### src/rtl/pfq_pkg.sv
package pfq_pkg;
  localparam int SEG_W     = 16;
  localparam int OFF_W     = 16;
  localparam int SEG_SHIFT = 4;
  localparam int PADDR_W   = SEG_W + SEG_SHIFT;

  typedef logic [SEG_W-1:0]   seg_t;
  typedef logic [OFF_W-1:0]   off_t;
  typedef logic [PADDR_W-1:0] paddr_t;
endpackage

### src/rtl/pfq_addr.sv
module pfq_addr
  import pfq_pkg::*;
(
  input  seg_t   seg,
  input  off_t   off,
  output paddr_t paddr
);
  localparam int PAD_W = PADDR_W - OFF_W;

  // Both operands are PADDR_W wide; the sum is truncated, so the carry is lost.
  always_comb begin
    paddr = {seg, {SEG_SHIFT{1'b0}}} + {{PAD_W{1'b0}}, off};
  end
endmodule

### src/rtl/pfq_fifo.sv
module pfq_fifo #(
  parameter  int W     = 8,
  parameter  int DEPTH = 6,
  localparam int PTR_W = (DEPTH > 1) ? $clog2(DEPTH) : 1,
  localparam int CNT_W = $clog2(DEPTH + 1)
) (
  input  logic             clk,
  input  logic             rst_n,
  input  logic             clr,
  input  logic             push,
  input  logic             pop,
  input  logic [W-1:0]     wdata,
  output logic [W-1:0]     rdata,
  output logic [CNT_W-1:0] count,
  output logic [CNT_W-1:0] count_nxt
);
  logic [W-1:0]     slot [DEPTH];
  logic [PTR_W-1:0] wr_ptr, rd_ptr, wr_inc, rd_inc;

  // Pointer advance: free-running when DEPTH is a power of two, explicit wrap otherwise.
  generate
    if ((1 << PTR_W) == DEPTH) begin : g_pow2
      assign wr_inc = wr_ptr + 1'b1;
      assign rd_inc = rd_ptr + 1'b1;
    end else begin : g_wrap
      assign wr_inc = (wr_ptr == PTR_W'(DEPTH - 1)) ? '0 : wr_ptr + 1'b1;
      assign rd_inc = (rd_ptr == PTR_W'(DEPTH - 1)) ? '0 : rd_ptr + 1'b1;
    end
  endgenerate

  always_comb begin
    if (clr) count_nxt = '0;
    else     count_nxt = count + CNT_W'(push) - CNT_W'(pop);
  end

  assign rdata = slot[rd_ptr];

  always_ff @(posedge clk) begin
    for (int i = 0; i < DEPTH; i++) begin
      if (push && !clr && wr_ptr == PTR_W'(i)) slot[i] <= wdata;
    end
  end

  always_ff @(posedge clk) begin
    if (!rst_n) begin
      wr_ptr <= '0;
      rd_ptr <= '0;
      count  <= '0;
    end else begin
      count <= count_nxt;
      if (clr) begin
        wr_ptr <= '0;
        rd_ptr <= '0;
      end else begin
        if (push) wr_ptr <= wr_inc;
        if (pop)  rd_ptr <= rd_inc;
      end
    end
  end
endmodule

### src/rtl/pfq_fetch.sv
module pfq_fetch
  import pfq_pkg::*;
#(
  parameter int   DEPTH   = 6,
  parameter int   CNT_W   = 3,
  parameter seg_t RST_SEG = 16'hF000,
  parameter off_t RST_OFF = 16'hFFF0
) (
  input  logic             clk,
  input  logic             rst_n,
  input  logic             redirect,
  input  seg_t             new_seg,
  input  off_t             new_off,
  input  logic             accept,
  input  logic [CNT_W-1:0] cnt_nxt,
  output seg_t             seg,
  output off_t             off,
  output logic             busy
);
  // A request is held while it waits, so "room next cycle" alone decides busy:
  // a waiting request implies the queue was not full and cannot fill without an accept.
  always_ff @(posedge clk) begin
    if (!rst_n) begin
      seg  <= RST_SEG;
      off  <= RST_OFF;
      busy <= 1'b0;
    end else begin
      busy <= (cnt_nxt < CNT_W'(DEPTH));
      if (redirect) begin
        seg <= new_seg;
        off <= new_off;
      end else if (accept) begin
        off <= off + 1'b1;
      end
    end
  end
endmodule

### src/rtl/pfq_top.sv
module pfq_top
  import pfq_pkg::*;
#(
  parameter int          DATA_W  = 8,
  parameter int          DEPTH   = 6,
  parameter logic [15:0] RST_SEG = 16'hF000,
  parameter logic [15:0] RST_OFF = 16'hFFF0
) (
  input  logic              clk,
  input  logic              rst_n,
  input  logic              jump,
  input  logic [15:0]       jump_seg,
  input  logic [15:0]       jump_off,
  output logic              fetch_req,
  output logic [19:0]       fetch_addr,
  input  logic              fetch_ack,
  input  logic [DATA_W-1:0] fetch_data,
  output logic              byte_valid,
  output logic [DATA_W-1:0] byte_data,
  input  logic              byte_ready
);
  localparam int CNT_W = $clog2(DEPTH + 1);

  seg_t             cur_seg;
  off_t             cur_off;
  logic             busy, push, pop;
  logic [CNT_W-1:0] occ, occ_nxt;

  assign fetch_req  = busy;
  assign byte_valid = (occ != '0);
  assign push       = fetch_ack && busy && !jump;
  assign pop        = byte_valid && byte_ready && !jump;

  pfq_fetch #(
    .DEPTH  (DEPTH),
    .CNT_W  (CNT_W),
    .RST_SEG(RST_SEG),
    .RST_OFF(RST_OFF)
  ) u_fetch (
    .clk     (clk),
    .rst_n   (rst_n),
    .redirect(jump),
    .new_seg (jump_seg),
    .new_off (jump_off),
    .accept  (push),
    .cnt_nxt (occ_nxt),
    .seg     (cur_seg),
    .off     (cur_off),
    .busy    (busy)
  );

  pfq_addr u_addr (
    .seg  (cur_seg),
    .off  (cur_off),
    .paddr(fetch_addr)
  );

  pfq_fifo #(
    .W    (DATA_W),
    .DEPTH(DEPTH)
  ) u_fifo (
    .clk      (clk),
    .rst_n    (rst_n),
    .clr      (jump),
    .push     (push),
    .pop      (pop),
    .wdata    (fetch_data),
    .rdata    (byte_data),
    .count    (occ),
    .count_nxt(occ_nxt)
  );
endmodule

### config.mk
export PLATFORM = sky130hd
export DESIGN_NAME = pfq_top
export DESIGN_NICKNAME = d
export VERILOG_FILES = /design/src/rtl/pfq_pkg.sv /design/src/rtl/pfq_addr.sv /design/src/rtl/pfq_fifo.sv /design/src/rtl/pfq_fetch.sv /design/src/rtl/pfq_top.sv
export SDC_FILE = /design/constraint.sdc
export NUM_CORES = 1
export LEC_CHECK = 0
export BUFFER_PORTS_ARGS = -buffer_cell sky130_fd_sc_hd__buf_2
export CAP_MARGIN = 20
export CORE_ASPECT_RATIO = 1.25
export CORE_MARGIN = 8
export CORE_UTILIZATION = 25
export CTS_CLUSTER_SIZE = 20
export DETAILED_ROUTE_END_ITERATION = 8
export SYNTH_ARGS = -nofsm -noshare
export SYNTH_HDL_FRONTEND = slang
export SYNTH_SLANG_ARGS = --single-unit
### constraint.sdc
create_clock -name clk -period 7.6 [get_ports clk]
set_clock_uncertainty 0.05 [all_clocks]
set_input_delay 1.52 -clock clk [delete_from_list [all_inputs] [get_ports clk]]
set_output_delay 1.52 -clock clk [all_outputs]
set_load 0.05 [all_outputs]
==> impl_results.rst, run 1 <==
.. list-table::
   :header-rows: 1

   * - Metric
     - Value
   * - Run status
     - finished, final reports clean
   * - Placeable core region
     - 17900 um^2
   * - Post-synthesis async set-or-reset flop share
     - 0%
   * - Starting density of the core
     - 25.2%
   * - Worst relative slew slack
     - 32.7%
   * - Most common cell after layout, fill and taps aside
     - buf_2
   * - Transition time of the tightest slew-check pin
     - 1.01 ns
   * - IO Port Bufs
     - 74
   * - I/O pin cnt
     - 75
   * - Via count of the first global-routing pass
     - 3243
   * - Hold endpoint
     - u_fetch.seg[15]
   * - Worst slack at placement
     - 3.36 ns
   * - Synth unique cells
     - 49
   * - Post-Layout Cell Count
     - 689
   * - RSZ-0062 raised after global routing
     - false
   * - Number of max-cap violations
     - 0
   * - Switching pwr
     - 0.000387 W
   * - Worst path required time
     - 6.03 ns
   * - First-pass iteration count of the detailed router
     - 4
   * - Critical path capture point type
     - output pin
   * - Worst IR drop on VDD
     - 0.184 mV
   * - Routability congestion estimate
     - 0.788
   * - Shortest period the worst path allows
     - 4.21 ns
   * - Category of the most critical setup path
     - flop to output pin
   * - Final global-route overflow total
     - 0
   * - Number of nets with antenna violations after routing
     - 0
   * - NumNets Final
     - 519
   * - Setup Total Neg Slack
     - 0 ns
   * - Critical-path cell with the highest stage delay
     - fa_1
   * - Clock H-tree levels
     - 3
   * - Count of warnings emitted by yosys
     - 0
   * - Clock transition at the register clock pins on the worst setup and hold paths after CTS
     - 0.07 ns
   * - Power density over cell area
     - 231 nW/um^2
   * - Antenna cells
     - 0
   * - Area share of the largest cell type after synthesis
     - 32.0%
   * - Hold bufs inserted after CTS
     - 0
   * - Die width
     - 136 um
   * - CTS Root Buffer Type
     - clkbuf_16
   * - Die Footprint
     - 22600 um^2
   * - TritonCTS clock tree
     - done
   * - Avg WL per Cell
     - 15.6 um
   * - Synth Flop Type
     - edfxtp_1
   * - Reg2reg end
     - u_fetch.busy
   * - CTS max path bufs
     - 2
   * - Worst hold stages
     - 2
   * - Pin count of the biggest net entering global routing
     - 46
   * - Top fanout value on the critical path
     - 6
   * - Proportion of layout cells with a drive suffix above 1
     - 23.0%
   * - Post-synth net total
     - 455
   * - Min-delay worst type
     - flop to flop
   * - Startpoint of the worst register-to-register path
     - u_fifo.count[1]
   * - Post-DR vias/cell
     - 4.51
   * - Clock latency on the worst-skew pair
     - 0.33 ns
   * - Total buffers and inverters traversed by the critical path
     - 1
   * - Share of synthesized area occupied by flip-flops and latches
     - 52.0%
   * - Synth Area per Inst
     - 11.5 um^2
   * - Final routed wirelength across all metal layers
     - 10800 um
   * - Number of post-CTS setup repair buffers
     - 0
   * - Chip height
     - 166 um
   * - Sequential cell fraction of total power
     - 44.9%
   * - Num rows
     - 55
   * - Final worst-path cycle share
     - 55.4%
   * - Count of unresolved DRC violations after routing
     - 0
   * - Max Clock Freq
     - 0.238 GHz
   * - Number of buffers inserted during clock tree synthesis
     - 9
   * - Count of vias placed by the detailed router
     - 3110
   * - Final HPWL from detailed placement
     - 8210 um
   * - Final count of negative-setup-slack endpoints
     - 0
   * - Wire length of the first global-routing pass
     - 17200 um
   * - CTS resizes
     - 0
   * - Number of synthesized flops with an enable pin
     - 48
   * - Power Internal
     - 0.000845 W
   * - DP Cell Count
     - 672
   * - Slack of the worst reg-to-reg path
     - 5.07 ns
   * - Largest area contributor in the netlist
     - edfxtp_1
   * - Initial antenna violation count
     - 0
   * - Combined global-route utilization of all metal layers
     - 9.66%
   * - Type of origin of the critical path
     - flop
   * - Cell-by-cell listing of the critical path
     - ha_1 > fa_1 > a21o_1 > a221oi_2 > o21ai_1 > a21oi_2 > xnor2_1 > buf_2
   * - FF+latch count, synth
     - 93
   * - Synth area leaders
     - edfxtp_1 (32%), dfxtp_1 (20%), mux2i_1 (6.7%)
   * - Leakage power of the design
     - 2.08 nW
   * - Relative area change from synthesis to final layout
     - 18.5%
   * - Crit-path leading delay family
     - compound AO/OA/AOI/OAI gates
   * - Slew Viols, Final
     - 0
   * - Setup slack of the critical path after layout
     - 3.39 ns
   * - Hold Startpoint
     - u_fetch.seg[15]
   * - Arrival time of data at the critical path endpoint
     - 2.64 ns
   * - Clock network power share
     - 34.2%
   * - Post-synth design cell area
     - 4510 um^2
   * - CTS sink count
     - 93
   * - Switching part of the total power
     - 31.4%
   * - CP peak stage delay
     - 0.41 ns
   * - Reg2reg path depth
     - 10
   * - Hold Vio Cnt, Final
     - 0
   * - Comb power frac
     - 21.0%
   * - Number of instances in the synthesized netlist
     - 392
   * - DRC violation total after the first TritonRoute iteration
     - 150
   * - Leading cell types in the layout, fill and taps excluded
     - buf_2 (75), edfxtp_1 (48), dfxtp_1 (45)
[tightest hold or removal path, delay by kind of cell (launching register included)]
kind	cells	cell delay [ns]
flops	1	0.35
mux	1	0.07
simple gates	1	0.06
[cells by family after synthesis]
logic type / synth area share (%)
xor gates and xnor gates: 5.64
buffers and inverters: 3.47
DFF: 52.0
AOI/OAI and AO/OA: 7.97
muxes: 10.7
adders and majority gates: 5.33
and+or+nand+nor: 15.0
[sequential cells by signal, summed over array words and instances (netlist names), named ones only]
signal	cells
u_fetch.busy	1
u_fetch.off	16
u_fetch.seg	16
u_fifo.count	3
u_fifo.rd_ptr	3
u_fifo.slot	48
u_fifo.wr_ptr	3
[layout make-up]
class                           instances  area (um^2)
Timing Repair Buffer                   77          390
Clock buffer                            9          225
Sequential cell                        93         2340
Fill cell                            1854        12600
Clock inverter                          7         55.1
Inverter                                9         33.8
Tap cell                              228          285
Multi-Input combinational cell        266         2010
[synthesized netlist by cell type (3+ instances only)]
| master | number |
|---|---|
| mux4_2 | 8 |
| o21ai_1 | 3 |
| nor2b_1 | 15 |
| a21o_1 | 6 |
| clkbuf_1 | 10 |
| xnor2_1 | 16 |
| dfxtp_1 | 45 |
| buf_4 | 6 |
| nand4_1 | 6 |
| nand2_1 | 32 |
| buf_2 | 7 |
| xor2_1 | 13 |
| a21oi_1 | 24 |
| and4_1 | 5 |
| nand3_1 | 9 |
| and3b_1 | 4 |
| nor2_1 | 22 |
| inv_1 | 9 |
| edfxtp_1 | 48 |
| nor3_1 | 4 |
| o211ai_1 | 3 |
| o21ai_0 | 9 |
| and3_1 | 6 |
| ha_1 | 16 |
| and2_1 | 9 |
| mux2i_1 | 30 |
[power by group through the flow]
| stage | clock network, W | registers (W) | logic [W] |
|---|---|---|---|
| finish | 0.000421 | 0.000553 | 0.000258 |
| global route | 0.000454 | 0.000555 | 0.000278 |
| CTS | 0.000435 | 0.000553 | 0.000261 |
| detailed placement | 0 | 0.000564 | 0.000259 |
| global placement | 0 | 0.000563 | 0.000257 |
| floorplan | 0 | 0.000560 | 0.000198 |
[worst max path at each step]
stage                               from        endpoint  cells after the start
final                     u_fetch.off[4]  fetch_addr[12]                      8
after global routing      u_fetch.off[4]  fetch_addr[12]                      8
after CTS                 u_fetch.off[4]  fetch_addr[12]                      8
after detailed placement            jump    u_fetch.busy                     10
after global placement              jump    u_fetch.busy                     10
after floorplan           u_fetch.off[5]  fetch_addr[13]                      6
[per-stage QoR]
| step | hold WS (ns) | util [%] | area (um^2) | total power [W] |
|---|---|---|---|---|
| after floorplan | 0.404 | - | 4510 | 0.000758 |
| after global placement | 0.426 | 28.3 | 5050 | 0.000820 |
| after detailed placement | 0.436 | 28.3 | 5050 | 0.000823 |
| after CTS | 0.452 | 29.8 | 5340 | 0.00125 |
| after global routing | 0.494 | 29.8 | 5340 | 0.00129 |
| final | 0.452 | 29.8 | 5340 | 0.00123 |
[layer usage]
layer	track usage [%]	share of wire, %	wire length, um
met4	2.58	1.0	111
met2	16.7	51	5470
met1	11.3	42	4550
met5	0	0	0
met3	2.75	5.8	621
(Power assumes the default switching activity.)
==> inputs of run 2 (changes only) <==
--- a/config.mk
+++ b/config.mk
@@ -5,6 +5,7 @@
 export SDC_FILE = /design/constraint.sdc
 export NUM_CORES = 1
 export LEC_CHECK = 0
+export ABC_AREA = 1
 export BUFFER_PORTS_ARGS = -buffer_cell sky130_fd_sc_hd__buf_2
 export CAP_MARGIN = 20
 export CORE_ASPECT_RATIO = 1.25
==> constraint.sdc (replaced) <==
create_clock -name clk -period 3.5 [get_ports clk]
set_clock_uncertainty 0.05 [all_clocks]
set_input_delay 0.7 -clock clk [delete_from_list [all_inputs] [get_ports clk]]
set_output_delay 0.7 -clock clk [all_outputs]
set_load 0.05 [all_outputs]
==> impl_results.rst, run 2 <==
.. list-table::
   :header-rows: 1

   * - Metric
     - Value
   * - DRC violation total after the first TritonRoute iteration
     - 183
   * - CTS resizes
     - 0
   * - Run status
     - finished, final reports clean
   * - Final worst-path cycle share
     - 83.8%
   * - Count of warnings emitted by yosys
     - 0
   * - NumNets Final
     - 746
   * - Post-synth net total
     - 676
   * - Number of max-cap violations
     - 0
   * - Type of origin of the critical path
     - flop
   * - Total cell area at the placement stage
     - 5410 um^2
   * - Post-DR vias/cell
     - 4.36
   * - Share of the core filled with cells
     - 29.9%
   * - Complex-gate fraction of the synthesized area
     - 8.78%
   * - Clock H-tree levels
     - 3
   * - Final routed wirelength across all metal layers
     - 12400 um
   * - Biggest registers after layout
     - u_fifo.slot x48, u_fetch.off x16, u_fetch.seg x16
   * - Post-route design area
     - 5740 um^2
   * - Area share of the largest cell type after synthesis
     - 29.8%
   * - Count of unresolved DRC violations after routing
     - 0
   * - Power density over cell area
     - 508 nW/um^2
   * - Number of post-CTS setup repair buffers
     - 0
   * - Die Footprint
     - 24000 um^2
   * - Number of synthesized flops with an enable pin
     - 48
   * - Synth Area per Inst
     - 7.88 um^2
   * - Total of fill cells in the finished design
     - 2030
   * - Leakage power of the design
     - 2.63 nW
   * - Clock transition at the register clock pins on the worst setup and hold paths after CTS
     - 0.07 ns
   * - Synth Area in XOR/XNOR
     - 1.99%
   * - Worst slack at placement
     - 0.897 ns
   * - Final count of negative-setup-slack endpoints
     - 0
   * - Top fanout value on the critical path
     - 5
   * - Hold bufs inserted after CTS
     - 0
   * - Largest family of logic cells by synthesized area
     - simple AND/OR/NAND/NOR gates
   * - Synth Flop Type
     - edfxtp_1
   * - Number of nets with antenna violations after routing
     - 0
   * - Placeable core region
     - 19200 um^2
   * - Combined global-route utilization of all metal layers
     - 10.5%
   * - Chip height
     - 171 um
   * - Synth area leaders
     - edfxtp_1 (30%), dfxtp_1 (19%), nand2_1 (15%)
   * - Category of the most critical setup path
     - flop to output pin
   * - I/O pin cnt
     - 75
   * - Initial antenna violation count
     - 0
   * - Post-synth design cell area
     - 4830 um^2
   * - Avg WL per Cell
     - 13.5 um
   * - Shortest period the worst path allows
     - 2.93 ns
   * - Most common cell after layout, fill and taps aside
     - nand2_1
   * - Post-synthesis async set-or-reset flop share
     - 0%
   * - Die width
     - 140 um
   * - Relative area change from synthesis to final layout
     - 18.8%
   * - Number of buffers inserted during clock tree synthesis
     - 9
   * - Number of instances in the synthesized netlist
     - 613
   * - Reg2reg path depth
     - 14
   * - Mux contribution to synthesized area
     - 0%
   * - Startpoint of the worst register-to-register path
     - u_fifo.count[1]
   * - FF+latch count, synth
     - 93
   * - CTS sink count
     - 93
   * - Arrival time of data at the critical path endpoint
     - 2.18 ns
   * - CTS Root Buffer Type
     - clkbuf_16
   * - Critical path capture point type
     - output pin
   * - Most frequent cells after synthesis
     - nand2_1 (188), nor2_1 (72), inv_1 (62), edfxtp_1 (48), dfxtp_1 (45)
   * - First-pass iteration count of the detailed router
     - 5
   * - Antenna cells
     - 0
   * - Final global-route overflow total
     - 0
   * - Simple-Gate Fraction of Synth Area
     - 27.8%
   * - Final HPWL from detailed placement
     - 9380 um
   * - Launching instance or port of the critical path
     - u_fetch.off[4]
   * - CTS max path bufs
     - 2
   * - Hold Vio Cnt, Final
     - 0
   * - Pin count of the biggest net entering global routing
     - 41
   * - Wire length of the first global-routing pass
     - 19700 um
   * - Adder-cell share of the synthesized area
     - 4.97%
   * - Slew Viols, Final
     - 0
   * - Leading cell types in the layout, fill and taps excluded
     - nand2_1 (188), buf_2 (74), nor2_1 (72)
   * - Hold Startpoint
     - u_fetch.seg[15]
   * - IO Port Bufs
     - 74
   * - Setup Total Neg Slack
     - 0 ns
   * - Max Clock Freq
     - 0.341 GHz
   * - Proportion of layout cells with a drive suffix above 1
     - 15.4%
   * - Worst path required time
     - 2.75 ns
   * - Register with the highest flop count
     - u_fifo.slot
   * - Largest area contributor in the netlist
     - edfxtp_1
   * - Min-delay worst type
     - flop to flop
   * - Routability congestion estimate
     - 0.852
   * - RSZ-0062 raised after global routing
     - false
   * - Share of synthesized area occupied by flip-flops and latches
     - 48.5%
   * - TritonCTS clock tree
     - done
   * - Reg2reg end
     - u_fetch.busy
   * - Num rows
     - 57
   * - Flip-flop count of the largest register, all copies and words added
     - 48
   * - Count of vias placed by the detailed router
     - 4025
   * - Clock latency on the worst-skew pair
     - 0.34 ns
   * - Synth unique cells
     - 34
   * - Via count of the first global-routing pass
     - 3871
   * - Setup slack of the critical path after layout
     - 0.567 ns
   * - DP Cell Count
     - 908
   * - Worst IR drop on VDD
     - 0.318 mV
   * - Post-Layout Cell Count
     - 924
   * - Top-count cell post-synth
     - nand2_1
   * - Transition time of the tightest slew-check pin
     - 0.716 ns
   * - Worst relative slew slack
     - 52.2%
   * - Slack of the worst reg-to-reg path
     - 1.45 ns
   * - Critical path endpoint
     - fetch_addr[12]
   * - Starting density of the core
     - 25.2%
==> run 2: worst min-delay path by stage <==
stage / end / slack (ns) / depth (start not counted)
floorplan: flop / 0.40 / 2
global placement: u_fetch.seg[15] / 0.42 / 2
detailed placement: u_fetch.seg[15] / 0.42 / 2
CTS: u_fetch.seg[15] / 0.44 / 2
global route: flop / 0.47 / 2
finish: u_fetch.seg[15] / 0.44 / 2
==> run 2: cells by family after synthesis <==
family	count (synthesis)
buf+inv	88
compound gates	79
fa+ha+maj	18
simple gates	324
xor+xnor	11
flops	93
==> run 2: layout make-up <==
| class | count | area [um^2] | area share, % |
|---|---|---|---|
| clock buffer | 10 | 229 | 3.99 |
| inverter | 65 | 244 | 4.25 |
| clock inverter | 6 | 93.8 | 1.64 |
| multi-input combinational | 432 | 2100 | 36.6 |
| timing repair buffer | 82 | 430 | 7.50 |
| tap | 236 | 295 | 5.15 |
| sequential | 93 | 2340 | 40.8 |
==> run 2: where the power goes <==
group	switching, W	internal, W	total [W]
clock	0.000428	0.000633	0.00106
sequential	0.0000350	0.00118	0.00121
combinational	0.000464	0.000175	0.000639
==> run 2: through the flow <==
step | hold slack [ns] | power, W
finish | 0.435 | 0.00291
detailed placement | 0.424 | 0.00188
global route | 0.466 | 0.00305
global placement | 0.423 | 0.00188
CTS | 0.436 | 0.00294
floorplan | 0.400 | 0.00172
==> run 2: worst max-delay path, stage by stage (launching register included) <==
cell and delay (ns):
dfxtp_1 0.35, ha_1 0.22, fa_1 0.40, nand2_1 0.08
nand2_1 0.06, and2_1 0.18, nand2_1 0.07, nand2_1 0.06
xor2_1 0.13, buf_2 0.29
==> run 2: metal layers <==
layer	GRT usage [%]	up-vias	share of wire (%)
met4	2.89	0	1.2
li1	-	2123	-
met2	18.7	89	50
met1	12.1	1800	43
met3	2.75	13	6.0
met5	0	-	0
